### config.mk
export PLATFORM = sky130hd
export DESIGN_NAME = clk_hold_ctrl
export DESIGN_NICKNAME = d
export VERILOG_FILES = /design/src/rtl/clk_hold_pkg.sv /design/src/rtl/ch_prescaler.sv /design/src/rtl/ch_cascade.sv /design/src/rtl/ch_stab_cnt.sv /design/src/rtl/ch_phi_div.sv /design/src/rtl/clk_hold_ctrl.sv
export SDC_FILE = /design/constraint.sdc
export NUM_CORES = 1
export LEC_CHECK = 0
export BUFFER_PORTS_ARGS = -buffer_cell sky130_fd_sc_hd__buf_2
export CORE_ASPECT_RATIO = 0.7
export CORE_UTILIZATION = 58
export DETAILED_ROUTE_END_ITERATION = 6
export PLACE_DENSITY_LB_ADDON = 0.3
export SYNTH_ARGS = -nofsm -noshare
export SYNTH_HDL_FRONTEND = slang
export SYNTH_SLANG_ARGS = --single-unit
### constraint.sdc
create_clock -name clk_osc -period 3 [get_ports clk_osc]
set_clock_uncertainty 0.05 [all_clocks]
set_input_delay 0 -clock clk_osc [delete_from_list [all_inputs] [get_ports clk_osc]]
set_output_delay 0 -clock clk_osc [all_outputs]
set_load 0.1 [all_outputs]
### src/rtl/clk_hold_pkg.sv
package clk_hold_pkg;

    typedef enum logic [2:0] {
        CH_RUN,
        CH_WAIT,
        CH_STOP,
        CH_OSC_WARM,
        CH_RST_WARM
    } ch_state_e;

endpackage

### src/rtl/ch_prescaler.sv
module ch_prescaler #(
    parameter int LOG2 = 4
) (
    input  logic clk,
    input  logic rst_n,
    input  logic clr,
    output logic tick
);
    logic [LOG2-1:0] cnt_q;

    always_ff @(posedge clk or negedge rst_n) begin
        if (!rst_n) begin
            cnt_q <= '0;
        end else if (clr) begin
            cnt_q <= '0;
        end else begin
            cnt_q <= cnt_q + 1'b1;
        end
    end

    assign tick = &cnt_q;

endmodule

### src/rtl/ch_cascade.sv
module ch_cascade #(
    parameter int W = 8
) (
    input  logic         clk,
    input  logic         rst_n,
    input  logic         load,
    input  logic         run,
    input  logic         tick,
    input  logic [W-1:0] rl1,
    input  logic [W-1:0] rl2,
    output logic         uf
);
    logic [W-1:0] lat1_q, lat2_q, t1_q, t2_q;
    logic         step;

    assign step = run && tick;
    assign uf   = step && (t1_q == '0) && (t2_q == '0);

    always_ff @(posedge clk or negedge rst_n) begin
        if (!rst_n) begin
            lat1_q <= '0;
            lat2_q <= '0;
            t1_q   <= '0;
            t2_q   <= '0;
        end else if (load) begin
            lat1_q <= rl1;
            lat2_q <= rl2;
            t1_q   <= rl1;
            t2_q   <= rl2;
        end else if (step) begin
            if (t1_q == '0) begin
                t1_q <= lat1_q;
                if (t2_q == '0) begin
                    t2_q <= lat2_q;
                end else begin
                    t2_q <= t2_q - 1'b1;
                end
            end else begin
                t1_q <= t1_q - 1'b1;
            end
        end
    end

    // counters only move on a timed tick or a load
    p_timers_frozen_r4: assert property (@(posedge clk) disable iff (!rst_n)
        (!load && !step) |=> ($stable(t1_q) && $stable(t2_q)));

    // the upper counter moves only when the lower one underflows
    p_upper_steps_r4: assert property (@(posedge clk) disable iff (!rst_n)
        (!load && step && t1_q != '0) |=> $stable(t2_q));

endmodule

### src/rtl/ch_stab_cnt.sv
module ch_stab_cnt #(
    parameter int W     = 16,
    parameter int TICKS = 1024
) (
    input  logic clk,
    input  logic rst_n,
    input  logic run,
    input  logic tick,
    output logic done
);
    localparam logic [W-1:0] START = W'(TICKS);
    localparam logic [W-1:0] ONE   = W'(1);

    logic [W-1:0] cnt_q;

    assign done = run && tick && (cnt_q <= ONE);

    always_ff @(posedge clk or negedge rst_n) begin
        if (!rst_n) begin
            cnt_q <= START;
        end else if (run && tick && cnt_q > ONE) begin
            cnt_q <= cnt_q - ONE;
        end
    end

    // the hold counter moves only on a tick
    p_stab_steady_r1: assert property (@(posedge clk) disable iff (!rst_n)
        !(run && tick) |=> $stable(cnt_q));

endmodule

### src/rtl/ch_phi_div.sv
module ch_phi_div #(
    parameter int DIV_LO = 2,
    parameter int DIV_HI = 4
) (
    input  logic clk,
    input  logic rst_n,
    input  logic hold,
    input  logic div_sel,
    output logic phi,
    output logic last
);
    localparam int PW = $clog2(DIV_HI);
    localparam logic [PW:0] RATIO_LO = (PW+1)'(DIV_LO);
    localparam logic [PW:0] RATIO_HI = (PW+1)'(DIV_HI);
    localparam logic [PW:0] ONE      = (PW+1)'(1);

    logic [PW:0] ph_q, ratio, half, ph_nxt;
    logic        sel_q, phi_q;

    assign ratio  = sel_q ? RATIO_HI : RATIO_LO;
    assign half   = ratio >> 1;
    assign ph_nxt = ph_q + ONE;
    assign last   = (ph_q == ratio - ONE);
    assign phi    = phi_q;

    always_ff @(posedge clk or negedge rst_n) begin
        if (!rst_n) begin
            ph_q  <= '0;
            sel_q <= 1'b0;
            phi_q <= 1'b1;
        end else if (hold || last) begin
            ph_q  <= '0;
            sel_q <= div_sel;
            phi_q <= 1'b1;
        end else begin
            ph_q  <= ph_nxt;
            phi_q <= (ph_nxt < half);
        end
    end

    // a held clock is always parked high
    p_hold_high_r10: assert property (@(posedge clk) disable iff (!rst_n)
        hold |-> phi_q);

    // phase stays inside the selected period
    p_phase_bound_r2: assert property (@(posedge clk) disable iff (!rst_n)
        !hold |-> (ph_q < ratio));

endmodule

### src/rtl/clk_hold_ctrl.sv
module clk_hold_ctrl
    import clk_hold_pkg::*;
#(
    parameter int PSC_LOG2   = 4,
    parameter int TMR_W      = 8,
    parameter int STAB_W     = 16,
    parameter int STAB_TICKS = 1024,
    parameter int DIV_LO     = 2,
    parameter int DIV_HI     = 4
) (
    input  logic             clk_osc,
    input  logic             rst_n,
    input  logic             stop_cmd,
    input  logic             wait_cmd,
    input  logic             irq_req,
    input  logic             irq_en,
    input  logic             div_sel,
    input  logic [TMR_W-1:0] t1_reload,
    input  logic [TMR_W-1:0] t2_reload,
    output logic             phi,
    output logic             osc_en,
    output logic             wake_uf
);
    ch_state_e state_q, state_d;
    logic stop_pend_q, wait_pend_q, arm_q, arm_d, uf_q;
    logic go_stop, go_wait, wake_ok;
    logic hold, last, tick, psc_clr, tmr_load, tmr_run, tmr_uf, stab_run, stab_done;

    assign go_stop = stop_pend_q || stop_cmd;
    assign go_wait = wait_pend_q || wait_cmd;
    assign arm_d   = (stop_cmd || wait_cmd) ? irq_en : arm_q;
    assign wake_ok = irq_req && arm_q;

    // next-state logic
    always_comb begin
        state_d = state_q;
        unique case (state_q)
            CH_RUN: begin
                if (last) begin
                    if (go_stop)      state_d = CH_STOP;   // enter_stop
                    else if (go_wait) state_d = CH_WAIT;   // enter_wait
                end
            end
            CH_WAIT:     if (wake_ok)   state_d = CH_RUN;       // wait_wake
            CH_STOP:     if (wake_ok)   state_d = CH_OSC_WARM;  // stop_wake
            CH_OSC_WARM: if (tmr_uf)    state_d = CH_RUN;       // timer_release
            CH_RST_WARM: if (stab_done) state_d = CH_RUN;       // stab_release
            default:                    state_d = CH_RST_WARM;
        endcase
    end

    // state register and mode latches
    always_ff @(posedge clk_osc or negedge rst_n) begin
        if (!rst_n) begin
            state_q     <= CH_RST_WARM;
            stop_pend_q <= 1'b0;
            wait_pend_q <= 1'b0;
            arm_q       <= 1'b0;
            uf_q        <= 1'b0;
        end else begin
            state_q <= state_d;
            uf_q    <= tmr_uf;
            if (state_q == CH_RUN) begin
                arm_q <= arm_d;
                if (state_d != CH_RUN) begin
                    stop_pend_q <= 1'b0;
                    wait_pend_q <= 1'b0;
                end else begin
                    if (stop_cmd) stop_pend_q <= 1'b1;
                    if (wait_cmd) wait_pend_q <= 1'b1;
                end
            end
        end
    end

    // outputs and sub-block controls
    always_comb begin
        hold     = (state_q != CH_RUN);
        osc_en   = (state_q != CH_STOP);
        tmr_load = (state_q == CH_RUN) && (state_d == CH_STOP);
        tmr_run  = (state_q == CH_OSC_WARM);
        psc_clr  = (state_q == CH_STOP) && (state_d == CH_OSC_WARM);
        stab_run = (state_q == CH_RST_WARM);
        wake_uf  = uf_q;
    end

    ch_prescaler #(.LOG2(PSC_LOG2)) u_psc (
        .clk   (clk_osc),
        .rst_n (rst_n),
        .clr   (psc_clr),
        .tick  (tick)
    );

    ch_cascade #(.W(TMR_W)) u_tmr (
        .clk   (clk_osc),
        .rst_n (rst_n),
        .load  (tmr_load),
        .run   (tmr_run),
        .tick  (tick),
        .rl1   (t1_reload),
        .rl2   (t2_reload),
        .uf    (tmr_uf)
    );

    ch_stab_cnt #(.W(STAB_W), .TICKS(STAB_TICKS)) u_stab (
        .clk   (clk_osc),
        .rst_n (rst_n),
        .run   (stab_run),
        .tick  (tick),
        .done  (stab_done)
    );

    ch_phi_div #(.DIV_LO(DIV_LO), .DIV_HI(DIV_HI)) u_div (
        .clk     (clk_osc),
        .rst_n   (rst_n),
        .hold    (hold),
        .div_sel (div_sel),
        .phi     (phi),
        .last    (last)
    );

    // oscillator off implies a parked-high clock
    p_osc_off_phi_high_r3: assert property (@(posedge clk_osc) disable iff (!rst_n)
        !osc_en |-> phi);

    // stop hold is left only through the timed warm-up
    p_stop_exit_r4: assert property (@(posedge clk_osc) disable iff (!rst_n)
        (state_q == CH_STOP) |=> (state_q == CH_STOP || state_q == CH_OSC_WARM));

    // underflow flag is a single pulse at release
    p_uf_single_r5: assert property (@(posedge clk_osc) disable iff (!rst_n)
        wake_uf |=> !wake_uf);
    p_uf_release_r5: assert property (@(posedge clk_osc) disable iff (!rst_n)
        wake_uf |-> (state_q == CH_RUN));

    // wait wake has no delay
    p_wait_wake_r7: assert property (@(posedge clk_osc) disable iff (!rst_n)
        (state_q == CH_WAIT && irq_req && arm_q) |=> (state_q == CH_RUN));

    // an unarmed low-power state is not left by interrupt
    p_unarmed_r8: assert property (@(posedge clk_osc) disable iff (!rst_n)
        ((state_q == CH_STOP || state_q == CH_WAIT) && !arm_q) |=> $stable(state_q));

endmodule

* Word-level counts from Yosys, hierarchy flattened
Cells that the tools add are included.
Operators by class: multiplexer cells 23, order comparisons 3, divide/modulo/power cells 0, bitwise gates (word level) 0, equal/unequal tests 8, shift-type cells 0, reductions and logical operators 27, multipliers 0, add/sub/neg operators 6
Operators with widths (number):
- two-way mux 8 bit | 7
- two-way mux 3 bit | 9
- > comparator 16 x 1 -> 1 bit (second input constant) | 1
- <= comparator 16 x 1 -> 1 bit (second input constant) | 1
- zero test 8 bit | 2
- subtractor 16 x 1 -> 16 bit (second input constant) | 1
- subtractor 8 x 1 -> 8 bit (second input constant) | 2
- one-hot mux 3 bit (5 select lines) | 1
- equality test 3 x 2 -> 1 bit (second input constant) | 4
- logical AND 1 bit | 9
- AND reduction 2 bit | 4
- nonzero test 2 bit | 4
- nonzero test 3 bit | 2
- two-way mux 1 bit | 5
- adder 4 x 1 -> 4 bit (second input constant) | 1
- logical OR 1 bit | 4
- two-way mux 4 bit | 1
- AND reduction 4 bit | 1
- adder 3 x 1 -> 3 bit (second input constant) | 1
- equality test 3 x 1 -> 1 bit (second input constant) | 1
- equality test 3 bit | 1
- equality test 3 bit (second input constant) | 1
- zero test 3 bit | 1
- < comparator 3 x 2 -> 1 bit | 1
- other kinds (2) | 2
Word-level totals: memories kept 0, RAM bits 0, bits in latches 0, flip-flop bits (word level) 64, bits of input ports 23, bits in read-only memories 0

* Longest topological paths before layout
depth in word-level cells 10, mapped depth 8

* By module
A second synthesis with hierarchy kept.
Unflattened totals: cell total of the unflattened synthesis 333, area total of the unflattened synthesis 3488.3 sq um
By module, submodules not included:
- ch_cascade | sequential area each 800.8 sq um, times used 1, area an instance 1846.8 sq um, cells each 188
- ch_stab_cnt | sequential area each 401.6 sq um, times used 1, area an instance 855.8 sq um, cells each 76
- clk_hold_ctrl | sequential area each 176.4 sq um, times used 1, area an instance 345.3 sq um, cells each 32
- ch_phi_div | sequential area each 126.4 sq um, times used 1, area an instance 262.8 sq um, cells each 23
- ch_prescaler | sequential area each 100.1 sq um, times used 1, area an instance 177.7 sq um, cells each 14

* Worst setup path before layout
OpenSTA, ideal clock, no wires.
path kind reg2reg, start point reg u_tmr.t1_q[0], end point reg u_tmr.t2_q[7], data required time 2.822 ns, data arrival time 2.388 ns, slack 0.434 ns, path buffers 1, cell stages (with the launch flop) 9, cell sequence dfrtp_1 inv_1 ha_1 or4b_4 or4_4 buf_6 or4_1 nand3_1 nand3_1
Between the ends: longest elaborated chain between the ends 9
RTL lines:
- start: declaration | line ch_cascade.sv:13 | logic [W-1:0] lat1_q, lat2_q, t1_q, t2_q;
- start signal: assignment | line ch_cascade.sv:28 | t1_q <= rl1;
- start signal: assignment | line ch_cascade.sv:32 | t1_q <= lat1_q;
- start signal: assignment | line ch_cascade.sv:39 | t1_q <= t1_q - 1'b1;
- zero test 8 bit (*) | line ch_cascade.sv:17, ch_cascade.sv:31
- logical AND 1 bit (2 in series) | line ch_cascade.sv:17 | assign uf = step && (t1_q == '0) && (t2_q == '0);
- two-way mux 3 bit | line clk_hold_ctrl.sv:46 | CH_OSC_WARM: if (tmr_uf) state_d = CH_RUN;
- one-hot mux 3 bit (5 select lines) | line clk_hold_ctrl.sv:37 | unique case (state_q)
- equality test 3 x 2 -> 1 bit | line clk_hold_ctrl.sv:80 | tmr_load = (state_q == CH_RUN) && (state_d == CH_STOP);
- logical AND 1 bit | line clk_hold_ctrl.sv:80
- nonzero test 2 bit (no source line)
- AND reduction 2 bit (no source line)
- end signal: assignment | line ch_cascade.sv:29 | t2_q <= rl2;
- end signal: assignment | line ch_cascade.sv:34 | t2_q <= lat2_q;
- end signal: assignment | line ch_cascade.sv:36 | t2_q <= t2_q - 1'b1;
- end: declaration | line ch_cascade.sv:13
Mark *: on every way between the ends. The rest lies on a longest branch, timed or not. A chain may end at the register's enable or synchronous reset.

* Worst setup path in the final report
Ends and elaborated chain as after synthesis.

==> results.py <==
metrics = {
    "yosys": {
        "synth_enable_flop_cells": 0,
        "ys_types": 49,
        "yosysTopAreaCell": "dfrtp_1",
        "netlist_instances": 347,
        "ys_seq_elements": 64,
        "syn-cell-area_um2": 3190,
        "ys_warn_count": 0,
        "seq_area_frac_synth_pct": 50.3,
        "synth_area_leaders": "dfrtp_1 (48%), nand2_1 (7.8%), nor2_1 (4.2%)",
        "syn_avg_cell_area_um2": 9.20,
        "synth_top_area_share_pct": 47.8,
        "synthFlopType": "dfrtp_1",
        "synth.net_count": 378,
        "async_reset_ff_share_pct": 100,
    },
    "sta": {
        "fin_crit_ns": 2.70,
        "setup_violations": 0,
        "fmax_ghz": 0.370,
        "slew_headroom_pct": 33.5,
        "rsz0062_at_grt": "no",
        "hold_viol_final": 0,
        "finalSetupTns_ns": 0,
        "drv_slew": 0,
        "timing.final.crit_share_pct": 90.2,
        "worst_hold_slack_ns": 0.00553,
        "worst_slew_pin_slew_ns": 0.998,
    },
    "run_status": {
        "outcome": "finished clean",
    },
    "worst_setup_path": {
        "critical_path_class": "flip-flop to flip-flop",
        "crit_fanout": 10,
        "cp.arrival_ns": 2.88,
        "cp-start-kind": "flip-flop",
        "end_kind": "flip-flop",
        "crit_required_ns": 3.17,
    },
    "clock_network": {
        "ctsLongestPathBuffers": 2,
        "path_clk_slew_ns": 0.07,
        "cts_setup_buffers": 0,
        "cts.sinks": 64,
        "cts-root-buf": "clkbuf_8",
        "numCtsBuffers": 9,
        "cts_resized": 0,
        "cts_tree": "done",
        "insertion_delay_ns": 0.35,
        "cts-htree-levels": 3,
    },
    "power_and_ir_drop": {
        "intPower_uw": 1300,
        "power_density_nw_per_um2": 457,
        "p_sw_uw": 434,
        "p_sw_share_pct": 25.1,
        "power.leakage_uw": 0.00177,
        "p_clk_share_pct": 38.7,
        "seqPwrFrac_pct": 53.3,
        "power_frac_comb_pct": 8.1,
        "ir_worst_vdd_v": 0.000296,
    },
    "floorplan": {
        "die_area_um2": 5810,
        "die_width_um": 90.7,
        "die_h_um": 64.1,
        "core_um2": 5260,
        "fp-row-count": 22,
        "start_util_pct": 60.7,
        "boundaryPins": 26,
    },
    "route": {
        "ant_nets": 0,
        "routed.top_layer": "met4",
        "post_drt_wl_per_cell_um": 14.5,
        "wl_met3_um": 268,
        "vias": 2681,
        "wl_um": 6910,
        "drc": 0,
        "dr_wl_met2_um": 3090,
        "drtPass1Iterations": 5,
        "drt_iter0_markers": 143,
        "wl_met1_um": 3470,
        "via_per_inst": 5.63,
    },
    "final_layout": {
        "drive_gt1_share_pct": 13.1,
        "syn_to_final_growth_pct": 18.6,
        "layout.cells.non_filler": 476,
        "diodes": 0,
        "utilization_pct": 72.0,
        "nNetsFinal": 430,
    },
    "global_routing": {
        "grt_pass1_wl_um": 12000,
        "antenna_found_initial": 0,
        "gr-total-overflow": 0,
        "grt_usage_pct": 26.6,
        "grt_pass1_vias": 2643,
        "grt_max_degree": 65,
    },
    "job": {
        "drv_cap": 0,
    },
    "placed_design": {
        "dp_hpwl_um": 4510,
        "dp.cells": 439,
        "gp_congestion": 0.851,
        "buffer_ports.inserted": 25,
    },
    "min_path": {
        "hp-class": "input port to flip-flop",
    },
}
==> per-stage QoR <==
step	instance area, µm²	setup slack [ns]	power (µW)
floorplan	3190	0.434	1000
global placement	3400	0.391	1050
detailed placement	3400	0.305	1060
CTS	3790	0.302	1740
global route	3790	0.153	1800
finish	3790	0.295	1730
==> flip-flops by register name, indices dropped and copies added (netlist names) <==
register and count:
u_psc.cnt_q 4, u_div.ph_q 3, u_div.sel_q 1, stop_pend_q 1, arm_q 1, u_stab.cnt_q 16
wake_uf 1, u_tmr.lat1_q 8, u_div.phi 1, u_tmr.t1_q 8, u_tmr.t2_q 8, state_q 3
u_tmr.lat2_q 8, wait_pend_q 1
==> Yosys cell counts, types with 2 or more instances <==
cell type / instances
a21oi_1: 13
nor2b_1: 4
inv_1: 13
nor2_1: 36
a31oi_1: 6
nand2_1: 66
or3_1: 7
nor4_1: 5
or4_1: 5
o21ai_0: 25
o31ai_1: 2
nand3_1: 11
clkbuf_1: 8
dfrtp_1: 61
o221ai_1: 3
dfstp_2: 3
mux2_2: 2
a211oi_1: 4
mux2i_1: 2
and3_1: 3
nand3b_1: 3
nand4_1: 3
xor2_1: 7
ha_1: 8
xnor2_1: 10
nor3_1: 14
==> per-layer routing <==
metal / up-vias / GRT usage, %
li1: 1324 / -
met2: 46 / 41.2
met1: 1302 / 36.9
met4: 0 / 8.27
met5: - / 0
met3: 9 / 7.02
==> worst paths after layout <==
check                            startpoint               end  slack (ns)  cells after the start
max reg2reg                   u_tmr.t1_q[0]     u_tmr.t2_q[7]        0.30                      7
min in group asynchronous             rst_n       stop_pend_q        0.30                      3
max                           u_tmr.t1_q[0]     u_tmr.t2_q[7]        0.30                      7
min                                 irq_req        state_q[0]       0.006                      4
min reg2reg                u_stab.cnt_q[15]  u_stab.cnt_q[15]        0.42                      1
max in group asynchronous             rst_n     u_tmr.t1_q[2]        2.07                      3
==> power groups by stage <==
stage,clock [µW],sequential [µW],combinational [µW]
6_report,669,922,140
2_1_floorplan,0,929,71.2
3_3_place_gp,0,936,117
4_1_cts,682,921,140
5_1_grt,712,926,160
3_5_place_dp,0,937,119
==> critical path, cell delays in order (launching register included) <==
cell and delay, ns:
dfrtp_1 0.44, inv_1 0.12, ha_1 0.19, or4b_4 0.52
or4_4 0.58, or4_1 0.50, nand3_1 0.10, nand3_1 0.09
==> kinds of logic after synthesis <==
group           share of synthesized area, %
compound gates                          13.2
xor+xnor                                4.66
fa+ha+maj                               3.14
buf+inv                                 2.82
flops                                   50.3
mux                                     1.33
simple gates                            24.6
==> cell type report <==
cell class | count | area (µm²)
Sequential cell | 64 | 1610
Multi-Input combinational cell | 261 | 1500
Fill cell | 391 | 1470
Timing Repair Buffer | 50 | 365
Clock buffer | 12 | 155
Tap cell | 72 | 90.1
Inverter | 13 | 48.8
Clock inverter | 4 | 20.0
==> repair_timing <==
item / in CTS / in global routing
setup endpoints to repair: 0 / 0
hold buffers: 21 / 0
endpoints found under the hold margin: 97 / 0
==> layout by cell type (no fill, tap or decap), types with 2 or more instances in the layout <==
cell type      instances
and3_1                 3
o21ai_0               25
ha_1                   8
or3_1                  7
nor2_1                36
nand2_1               66
or4_1                  5
xor2_1                 7
buf_2                 25
clkinv_2               4
buf_4                  4
nor3_1                13
mux2_2                 2
dlygate4sd3_1         21
a21oi_1               13
nand3b_1               3
nor2b_1                4
o221ai_1               3
mux2i_1                2
dfrtp_1               61
clkbuf_8              11
o31ai_1                2
inv_1                 13
xnor2_1               10
nand3_1               11
a211oi_1               4
nor4_1                 5
dfstp_2                3
a31oi_1                6
nand4_1                3
(Power assumes the default switching activity.)
